--- config.mk ---
export PLATFORM = sky130hd
export DESIGN_NAME = prio_irq_resolver
export DESIGN_NICKNAME = d
export VERILOG_FILES = /design/src/rtl/irq_res_pkg.sv /design/src/rtl/irq_res_datapath.sv /design/src/rtl/irq_res_control.sv /design/src/rtl/prio_irq_resolver.sv
export SDC_FILE = /design/constraint.sdc
export NUM_CORES = 1
export LEC_CHECK = 0
export BUFFER_PORTS_ARGS = -buffer_cell sky130_fd_sc_hd__buf_4
export CAP_MARGIN = 20
export CORE_MARGIN = 2
export CORE_UTILIZATION = 50
export CTS_BUF_LIST = sky130_fd_sc_hd__clkbuf_4
export DETAILED_ROUTE_END_ITERATION = 16
export PLACE_DENSITY = 0.74
export SLEW_MARGIN = 20
export SYNTH_ARGS = -nofsm -noshare
export SYNTH_HDL_FRONTEND = slang
export SYNTH_SLANG_ARGS = --single-unit
--- constraint.sdc ---
create_clock -name clk -period 4 [get_ports clk]
set_clock_uncertainty 0.2 [all_clocks]
set_input_delay 0.8 -clock clk [delete_from_list [all_inputs] [get_ports clk]]
set_output_delay 0.8 -clock clk [all_outputs]
set_load 0.005 [all_outputs]
--- src/rtl/irq_res_pkg.sv ---
package irq_res_pkg;
  // Strobes from control to datapath, valid for one clock
  typedef struct packed {
    logic setIsr;      // mark winner in service
    logic clrReq;      // drop winner's edge request
    logic loadOffset;  // rotate: offset <= winner + 1
    logic clrIsr;      // end service of eoiLine
  } ctrlStrobe_t;
endpackage

--- src/rtl/irq_res_datapath.sv ---
module irq_res_datapath
  import irq_res_pkg::*;
#(
  parameter int N = 8,
  parameter int CASC = 2,
  localparam int IW = $clog2(N)
) (
  input  logic          clk,
  input  logic          rstN,
  input  logic [N-1:0]  reqLines,
  input  logic [N-1:0]  maskBits,
  input  logic [N-1:0]  levelMode,
  input  logic          isMaster,
  input  logic          fullyNested,
  input  logic [IW-1:0] eoiLine,
  input  ctrlStrobe_t   strobe,
  output logic          candValid,
  output logic [IW-1:0] candLine,
  output logic [N-1:0]  reqQ,
  output logic [N-1:0]  isrQ,
  output logic [N-1:0]  maskQ,
  output logic [IW-1:0] offsetQ
);
  logic [N-1:0] prevQ;
  logic [N-1:0] isrRanked;
  logic [IW:0]  reqPrio;
  logic [IW:0]  isrPrio;
  logic [N-1:0] cascBit;

  // Position of the first set bit scanning upward from the offset; N if none
  function automatic logic [IW:0] scanPrio(input logic [N-1:0] bits, input logic [IW-1:0] off);
    logic [IW:0] res;
    logic [IW-1:0] idx;
    res = (IW+1)'(N);
    for (int p = N - 1; p >= 0; p--) begin
      idx = off + IW'(p);
      if (bits[idx]) res = (IW+1)'(p);
    end
    return res;
  endfunction

  assign cascBit   = N'(1) << CASC;
  assign isrRanked = (isMaster && fullyNested) ? (isrQ & ~cascBit) : isrQ;
  assign reqPrio   = scanPrio(reqQ & ~maskQ, offsetQ);
  assign isrPrio   = scanPrio(isrRanked, offsetQ);
  assign candValid = reqPrio < isrPrio;
  assign candLine  = offsetQ + reqPrio[IW-1:0];

  // Per-line request capture
  for (genvar i = 0; i < N; i++) begin : g_line
    always_ff @(posedge clk or negedge rstN) begin
      if (!rstN) begin
        reqQ[i]  <= 1'b0;
        prevQ[i] <= 1'b0;
      end else begin
        prevQ[i] <= reqLines[i];
        if (levelMode[i]) begin
          reqQ[i] <= reqLines[i];
        end else if (reqLines[i] && !prevQ[i]) begin
          reqQ[i] <= 1'b1;
        end else if (strobe.clrReq && candLine == IW'(i)) begin
          reqQ[i] <= 1'b0;
        end
      end
    end
  end

  always_ff @(posedge clk or negedge rstN) begin
    if (!rstN) begin
      isrQ    <= '0;
      maskQ   <= '0;
      offsetQ <= '0;
    end else begin
      maskQ <= maskBits;
      if (strobe.clrIsr) isrQ[eoiLine] <= 1'b0;
      if (strobe.setIsr) isrQ[candLine] <= 1'b1;
      if (strobe.loadOffset) offsetQ <= candLine + IW'(1);
    end
  end
endmodule

--- src/rtl/irq_res_control.sv ---
module irq_res_control
  import irq_res_pkg::*;
#(
  parameter int N = 8,
  localparam int IW = $clog2(N)
) (
  input  logic          clk,
  input  logic          rstN,
  input  logic          ackStrobe,
  input  logic          eoiStrobe,
  input  logic          autoEoi,
  input  logic          rotateOnAutoEoi,
  input  logic          candValid,
  input  logic [IW-1:0] candLine,
  output ctrlStrobe_t   strobe,
  output logic          irqOut,
  output logic [IW-1:0] irqLine,
  output logic          wakePulse
);
  logic ackTaken;

  assign ackTaken          = ackStrobe && candValid;
  assign strobe.setIsr     = ackTaken && !autoEoi;
  assign strobe.clrReq     = ackTaken;
  assign strobe.loadOffset = ackTaken && autoEoi && rotateOnAutoEoi;
  assign strobe.clrIsr     = eoiStrobe;

  always_ff @(posedge clk or negedge rstN) begin
    if (!rstN) begin
      irqOut    <= 1'b0;
      irqLine   <= '0;
      wakePulse <= 1'b0;
    end else begin
      irqOut    <= candValid;
      irqLine   <= candValid ? candLine : '0;
      wakePulse <= candValid && !irqOut;
    end
  end
endmodule

--- src/rtl/prio_irq_resolver.sv ---
module prio_irq_resolver
  import irq_res_pkg::*;
#(
  parameter int N = 8,
  parameter int CASC = 2,
  localparam int IW = $clog2(N)
) (
  input  logic          clk,
  input  logic          rstN,
  input  logic [N-1:0]  reqLines,
  input  logic [N-1:0]  maskBits,
  input  logic [N-1:0]  levelMode,
  input  logic          isMaster,
  input  logic          fullyNested,
  input  logic          autoEoi,
  input  logic          rotateOnAutoEoi,
  input  logic          ackStrobe,
  input  logic          eoiStrobe,
  input  logic [IW-1:0] eoiLine,
  output logic          irqOut,
  output logic [IW-1:0] irqLine,
  output logic          wakePulse
);
  ctrlStrobe_t   strobe;
  logic          candValid;
  logic [IW-1:0] candLine;
  logic [N-1:0]  reqQ;
  logic [N-1:0]  isrQ;
  logic [N-1:0]  maskQ;
  logic [IW-1:0] offsetQ;

  irq_res_datapath #(.N(N), .CASC(CASC)) u_dp (
    .clk(clk), .rstN(rstN), .reqLines(reqLines), .maskBits(maskBits),
    .levelMode(levelMode), .isMaster(isMaster), .fullyNested(fullyNested),
    .eoiLine(eoiLine), .strobe(strobe), .candValid(candValid),
    .candLine(candLine), .reqQ(reqQ), .isrQ(isrQ), .maskQ(maskQ),
    .offsetQ(offsetQ)
  );

  irq_res_control #(.N(N)) u_ctl (
    .clk(clk), .rstN(rstN), .ackStrobe(ackStrobe), .eoiStrobe(eoiStrobe),
    .autoEoi(autoEoi), .rotateOnAutoEoi(rotateOnAutoEoi),
    .candValid(candValid), .candLine(candLine), .strobe(strobe),
    .irqOut(irqOut), .irqLine(irqLine), .wakePulse(wakePulse)
  );
endmodule

==> results.yml, run 1 <==
global_route:
  use_met1: 0.270
  antenna_found_initial: 0
  grt_pass1_wl_um: 9670
  grt_pass1_vias: 2053
  gr-total-overflow: 0
  grt_max_degree: 41
  busiest_layer: "met2"
  globalRouteTotalUtil: 0.205
  met2_usage: 0.333
  use_met3: 0.0395
routing:
  drtIter0Drc: 56
  drt-total-wl_um: 5710
  dr.pass1.iters: 4
  drc: 0
  drtAntennaViolNets: 0
  vias_per_cell: 5.66
  wl_per_cell_um: 16.0
  route.vias.total: 2026
timing:
  finalCritPeriodShare: 0.954
  fmax_mhz: 262
  worstMarginPinSlew_ns: 0.534
  hold_viol: 0
  setup_ws_ns: 0.184
  setup_viol_count_final: 0
  relSlewSlack: 0.642
  slew_viol_final: 0
  post-route-min-period_ns: 3.82
floorplan:
  rows: 26
  design.core.area_um2: 5170
  io_pins: 40
  start_util: 0.523
  die_w_um: 77.6
  die_area_um2: 6010
  die_h_um: 77.6
setup_path:
  cpMaxStageDelayCell: "mux4_2"
  cpPeakStageDelay_ns: 0.58
  end_kind: "register"
  reg2reg_from: "u_dp.offsetQ[0]$_DFFE_PN0P_"
  crit_type: "reg2reg"
  crit_path_end: "u_dp.offsetQ[2]$_DFFE_PN0P_"
  crit_fanout: 5
  startpoint_type: "register"
  worstPathArrival_ns: 3.85
  reg2reg_depth: 14
  worstPathRequired_ns: 4.04
  path_cells: "inv_2, ha_4, xnor2_4, mux4_2, o21ai_1, a32oi_2, inv_1, ha_1, inv_1, fa_2, inv_1, ha_1, ha_1, mux2_1"
  timing.rr.end: "u_dp.offsetQ[2]$_DFFE_PN0P_"
  worstSetupStartpoint: "u_dp.offsetQ[0]$_DFFE_PN0P_"
  r2r_slack_ns: 0.18
finish:
  diodes: 0
  final_util: 0.635
  final_cell_mix: "60 x buf_4, 40 x dfrtp_1, 16 x nor2b_1, 16 x mux4_2"
  ff_latch_area_um2: 1000
  multi_input_area_um2: 1650
  area_delta_synth_final_pct: 21.4
  drive_above_1_share: 0.399
  fin_cells: 358
  layout_commonest_cell: "buf_4"
  fin_nets: 336
  fillCellCount: 409
synthesis:
  yosysTopAreaCellShare: 0.370
  synth_area_um2: 2710
  yosys.area_share.adder: 0.0629
  synth_mux_area_frac: 0.230
  synth_cells: 227
  synth_top_family_by_area: "multiplexers"
  synth_top_area_cell: "dfrtp_1"
  netlist-cell-type-count: 43
  seq_area_frac_synth: 0.370
  syn-num-nets: 275
  synth_xor_area_frac: 0.0296
  ys_warn_count: 0
  avgSynthCellArea_um2: 11.9
  ys_seq_elements: 40
  yosys.area_share.simple: 0.125
  yosys-top-cells-area: "dfrtp_1 37%, mux4_2 13%, ha_1 5.6%"
  synth_compound_area_frac: 0.147
clock_tree:
  clock-sinks: 40
  cts_made_buffers: 5
  clk_latency_ns: 0.35
  cts-root-buf: "clkbuf_4"
  clock_path_buffers: 2
  clk_pin_slew_ns: 0.11
  tritoncts: "done"
  h-tree-depth: 2
run:
  drv_cap: 0
worst_hold_path:
  worstHoldPathType: "in2async"
placement:
  dpl.hpwl_um: 4460
  gp_congestion: 0.788
  place_ws_ns: 0.0341
  placedCellCount: 341
  port_buffers: 39
outcome:
  status: "complete, no violations"
## logic make-up (layout without fill, tap and decap cells)
kind of cell / after synthesis / in the layout
buffers and inverters: 18 / 79
DFF: 40 / 40
muxes: 39 / 39
and+or+nand+nor: 59 / 59
xor gates and xnor gates: 4 / 4
adders and majority gates: 13 / 13
AOI/OAI and AO/OA: 54 / 54
## per-stage QoR
step                      instance area [um2]  hold slack [ns]  TNS (ns)
final                                    3280            0.197         0
after global routing                     3280            0.218   -0.0280
after CTS                                3180            0.207         0
after detailed placement                 3130            0.253         0
after global placement                   3130            0.256  -0.00325
after floorplan                          2720            0.226         0
## sequential cells by signal (all words and copies together) (netlist names)
register	count
u_dp.isrQ	8
u_ctl.irqLine	3
u_ctl.wakePulse	1
u_dp.maskQ	8
u_ctl.irqOut	1
u_dp.reqQ	8
u_dp.prevQ	8
u_dp.offsetQ	3
## critical path, delay by kind of cell, from the launching register on
family,cells,cell delay [ns]
AOI/OAI and AO/OA,2,0.33
adders and majority gates,5,1.34
xor gates and xnor gates,1,0.25
muxes,2,0.86
buffers and inverters,4,0.30
DFF,1,0.41
## cells in the mapped netlist (all sizes together)
| master | n |
|---|---|
| xor2 | 1 |
| clkbuf | 1 |
| inv | 12 |
| a21oi | 14 |
| ha | 12 |
| mux4 | 16 |
| or3 | 1 |
| a21boi | 1 |
| nand4 | 3 |
| nor2 | 7 |
| a32oi | 1 |
| a21o | 1 |
| a211oi | 2 |
| a31o | 1 |
| a31oi | 6 |
| o21ai | 13 |
| o2111ai | 1 |
| nand2b | 12 |
| fa | 1 |
| dfrtp | 40 |
| nand3 | 6 |
| mux2 | 6 |
| nand2 | 11 |
| buf | 5 |
| o31ai | 10 |
| o211ai | 1 |
| nor2b | 17 |
| xnor2 | 3 |
| mux2i | 17 |
| and3 | 2 |
| a2bb2oi | 2 |
| o21bai | 1 |
## routing by layer
layer,vias to the layer above,wire length (um)
met5,-,0
met4,0,105
met3,10,224
met2,47,2860
met1,1004,2530
li1,965,-
## how the worst min path moves through the flow
stage	end	slack, ns
finish	u_dp.maskQ[6]$_DFF_PN0_	0.20
global route	u_dp.maskQ[6]$_DFF_PN0_	0.22
CTS	u_dp.maskQ[6]$_DFF_PN0_	0.21
detailed placement	u_ctl.wakePulse$_DFF_PN0_	0.25
global placement	u_ctl.wakePulse$_DFF_PN0_	0.26
floorplan	u_ctl.wakePulse$_DFF_PN0_	0.23
## what timing repair did
item	in CTS	in global routing
endpoints found under the setup margin	0	16
hold buffers	0	0
buffers inserted	0	10
gates resized for setup	0	6
## final cells by class
type,count,share of cell area
clock inverter,2,0.00381
timing repair buffer,60,0.137
inverter,12,0.0145
sequential,40,0.305
clock buffer,5,0.0114
multi-input combinational,169,0.502
tap,70,0.0267
Power of run 1 is not shown: default switching activity piles up to over one toggle a cycle in this logic, so the estimate is an artifact.
==> inputs of run 2 (changes only) <==
Settings changed: CTS_BUF_LIST sky130_fd_sc_hd__clkbuf_4 to sky130_fd_sc_hd__clkbuf_8, REMOVE_ABC_BUFFERS set to 1.
==> run 2 against run 1 <==
Final cell count fell by 0.28%. First-iteration DRC count rose by 91%. Via count fell by 1.0%. Critical path depth fell by 1. Wire length rose by 4.7%. Critical path type unchanged. Largest cell class unchanged.
==> results.yml, run 2 (synthesis gave the netlist of run 1 again) <==
floorplan:
  die_h_um: 77.6
  die_w_um: 77.6
  design.core.area_um2: 5170
  start_util: 0.523
  io_pins: 40
  rows: 26
  die_area_um2: 6010
global_route:
  globalRouteTotalUtil: 0.212
  grt_max_degree: 41
  grt_pass1_vias: 1990
  gr-total-overflow: 0
  antenna_found_initial: 0
  grt_pass1_wl_um: 9920
finish:
  drive_above_1_share: 0.387
  layout_commonest_cell: "buf_4"
  final_area_um2: 3310
  diodes: 0
  final_cell_mix: "56 x buf_4, 40 x dfrtp_1, 16 x nor2b_1, 16 x mux4_2, 14 x a21oi_1"
  area_delta_synth_final_pct: 22.4
  ff_latch_area_um2: 1000
  multi_input_area_um2: 1630
  fin_nets: 334
  fillCellCount: 405
routing:
  drtIter0Drc: 107
  drc: 0
  route.vias.total: 2005
  drtAntennaViolNets: 0
  dr.pass1.iters: 4
  wl_per_cell_um: 16.8
  vias_per_cell: 5.62
  drt-total-wl_um: 5980
clock_tree:
  cts-root-buf: "clkbuf_8"
  clk_pin_slew_ns: 0.08
  h-tree-depth: 2
  cts_hold_buf: 0
  cts_made_buffers: 5
  clock_path_buffers: 2
  clock-sinks: 40
  tritoncts: "done"
  clk_latency_ns: 0.29
setup_path:
  crit_fanout: 4
  startpoint_type: "register"
  crit_type: "reg2reg"
  worstPathArrival_ns: 3.86
  r2r_slack_ns: 0.12
  end_kind: "register"
  worstPathRequired_ns: 3.98
timing:
  setup_viol_count_final: 0
  finalHoldWorstSlack_ns: 0.246
  setup_ws_ns: 0.117
  finalCritPeriodShare: 0.971
  fmax_mhz: 258
  hold_viol: 0
  worstMarginPinSlew_ns: 0.493
  post-route-min-period_ns: 3.88
  relSlewSlack: 0.671
  slew_viol_final: 0
placement:
  port_buffers: 39
  dpl.hpwl_um: 4700
  place_area_um2: 3160
  place_ws_ns: -0.0469
  gp_congestion: 0.898
outcome:
  status: "complete, no violations"
run:
  drv_cap: 0
worst_hold_path:
  worstHoldPathType: "reg2reg"
run 2: cell types whose count changed in the layout (fill, tap and decap cells not counted), moves of 2 or more:
| cell | before | now |
|---|---|---|
| buf_4 | 60 | 56 |
| clkbuf_8 | 0 | 5 |
| clkbuf_4 | 5 | 0 |
| buf_12 | 0 | 2 |
run 2: path summary, 6_finish.rpt:
check,start,end,cells past startpoint
worst max-delay path,u_dp.offsetQ[0]$_DFFE_PN0P_,u_dp.offsetQ[2]$_DFFE_PN0P_,13
worst min-delay path,u_ctl.irqOut$_DFF_PN0_,u_ctl.wakePulse$_DFF_PN0_,1
worst max register to register,u_dp.offsetQ[0]$_DFFE_PN0P_,u_dp.offsetQ[2]$_DFFE_PN0P_,13
worst min register to register,u_ctl.irqOut$_DFF_PN0_,u_ctl.wakePulse$_DFF_PN0_,1
max in group asynchronous,rstN,u_dp.isrQ[0]$_DFF_PN0_,1
min in group asynchronous,rstN,u_dp.maskQ[5]$_DFF_PN0_,1
run 2: layer usage:
metal / vias up / track usage / part of all wire / wire length (um)
met4: 0 / 0.0661 / 0.016 / 97
met5: - / 0 / 0 / 0
met1: 991 / 0.291 / 0.44 / 2610
li1: 963 / - / - / -
met2: 44 / 0.351 / 0.51 / 3060
met3: 7 / 0.0291 / 0.036 / 213
run 2: per-stage QoR:
stage                     std cells  utilization  TNS (ns)
after floorplan                 221            -     -3.07
after global placement          345        0.612         0
after detailed placement        345        0.612   -0.0469
after CTS                       353        0.628         0
after global routing            357        0.640  -0.00621
final                           357        0.640         0
run 2: cell type report:
cell class                      count  share of cell area
Clock buffer                        5              0.0208
Timing Repair Buffer               58               0.139
Sequential cell                    40               0.302
Tap cell                           70              0.0265
Clock inverter                      3             0.00567
Multi-Input combinational cell    169               0.491
Inverter                           12              0.0144
run 2: what timing repair did:
item                                    in CTS  in global routing
buffers inserted                             0                  4
resized for setup                            0                  4
endpoints found under the setup margin       0                  7
run 2: worst max-delay path, cell delays in order, from the launching register on:
cell,delay [ns]
dfrtp_1,0.41
buf_4,0.18
mux4_2,0.57
mux2_2,0.29
o21ai_1,0.16
a32oi_2,0.18
inv_1,0.10
ha_1,0.14
inv_1,0.05
fa_1,0.56
inv_1,0.12
ha_1,0.26
ha_1,0.28
mux2_1,0.27
Power of run 2 is left out for the same reason.
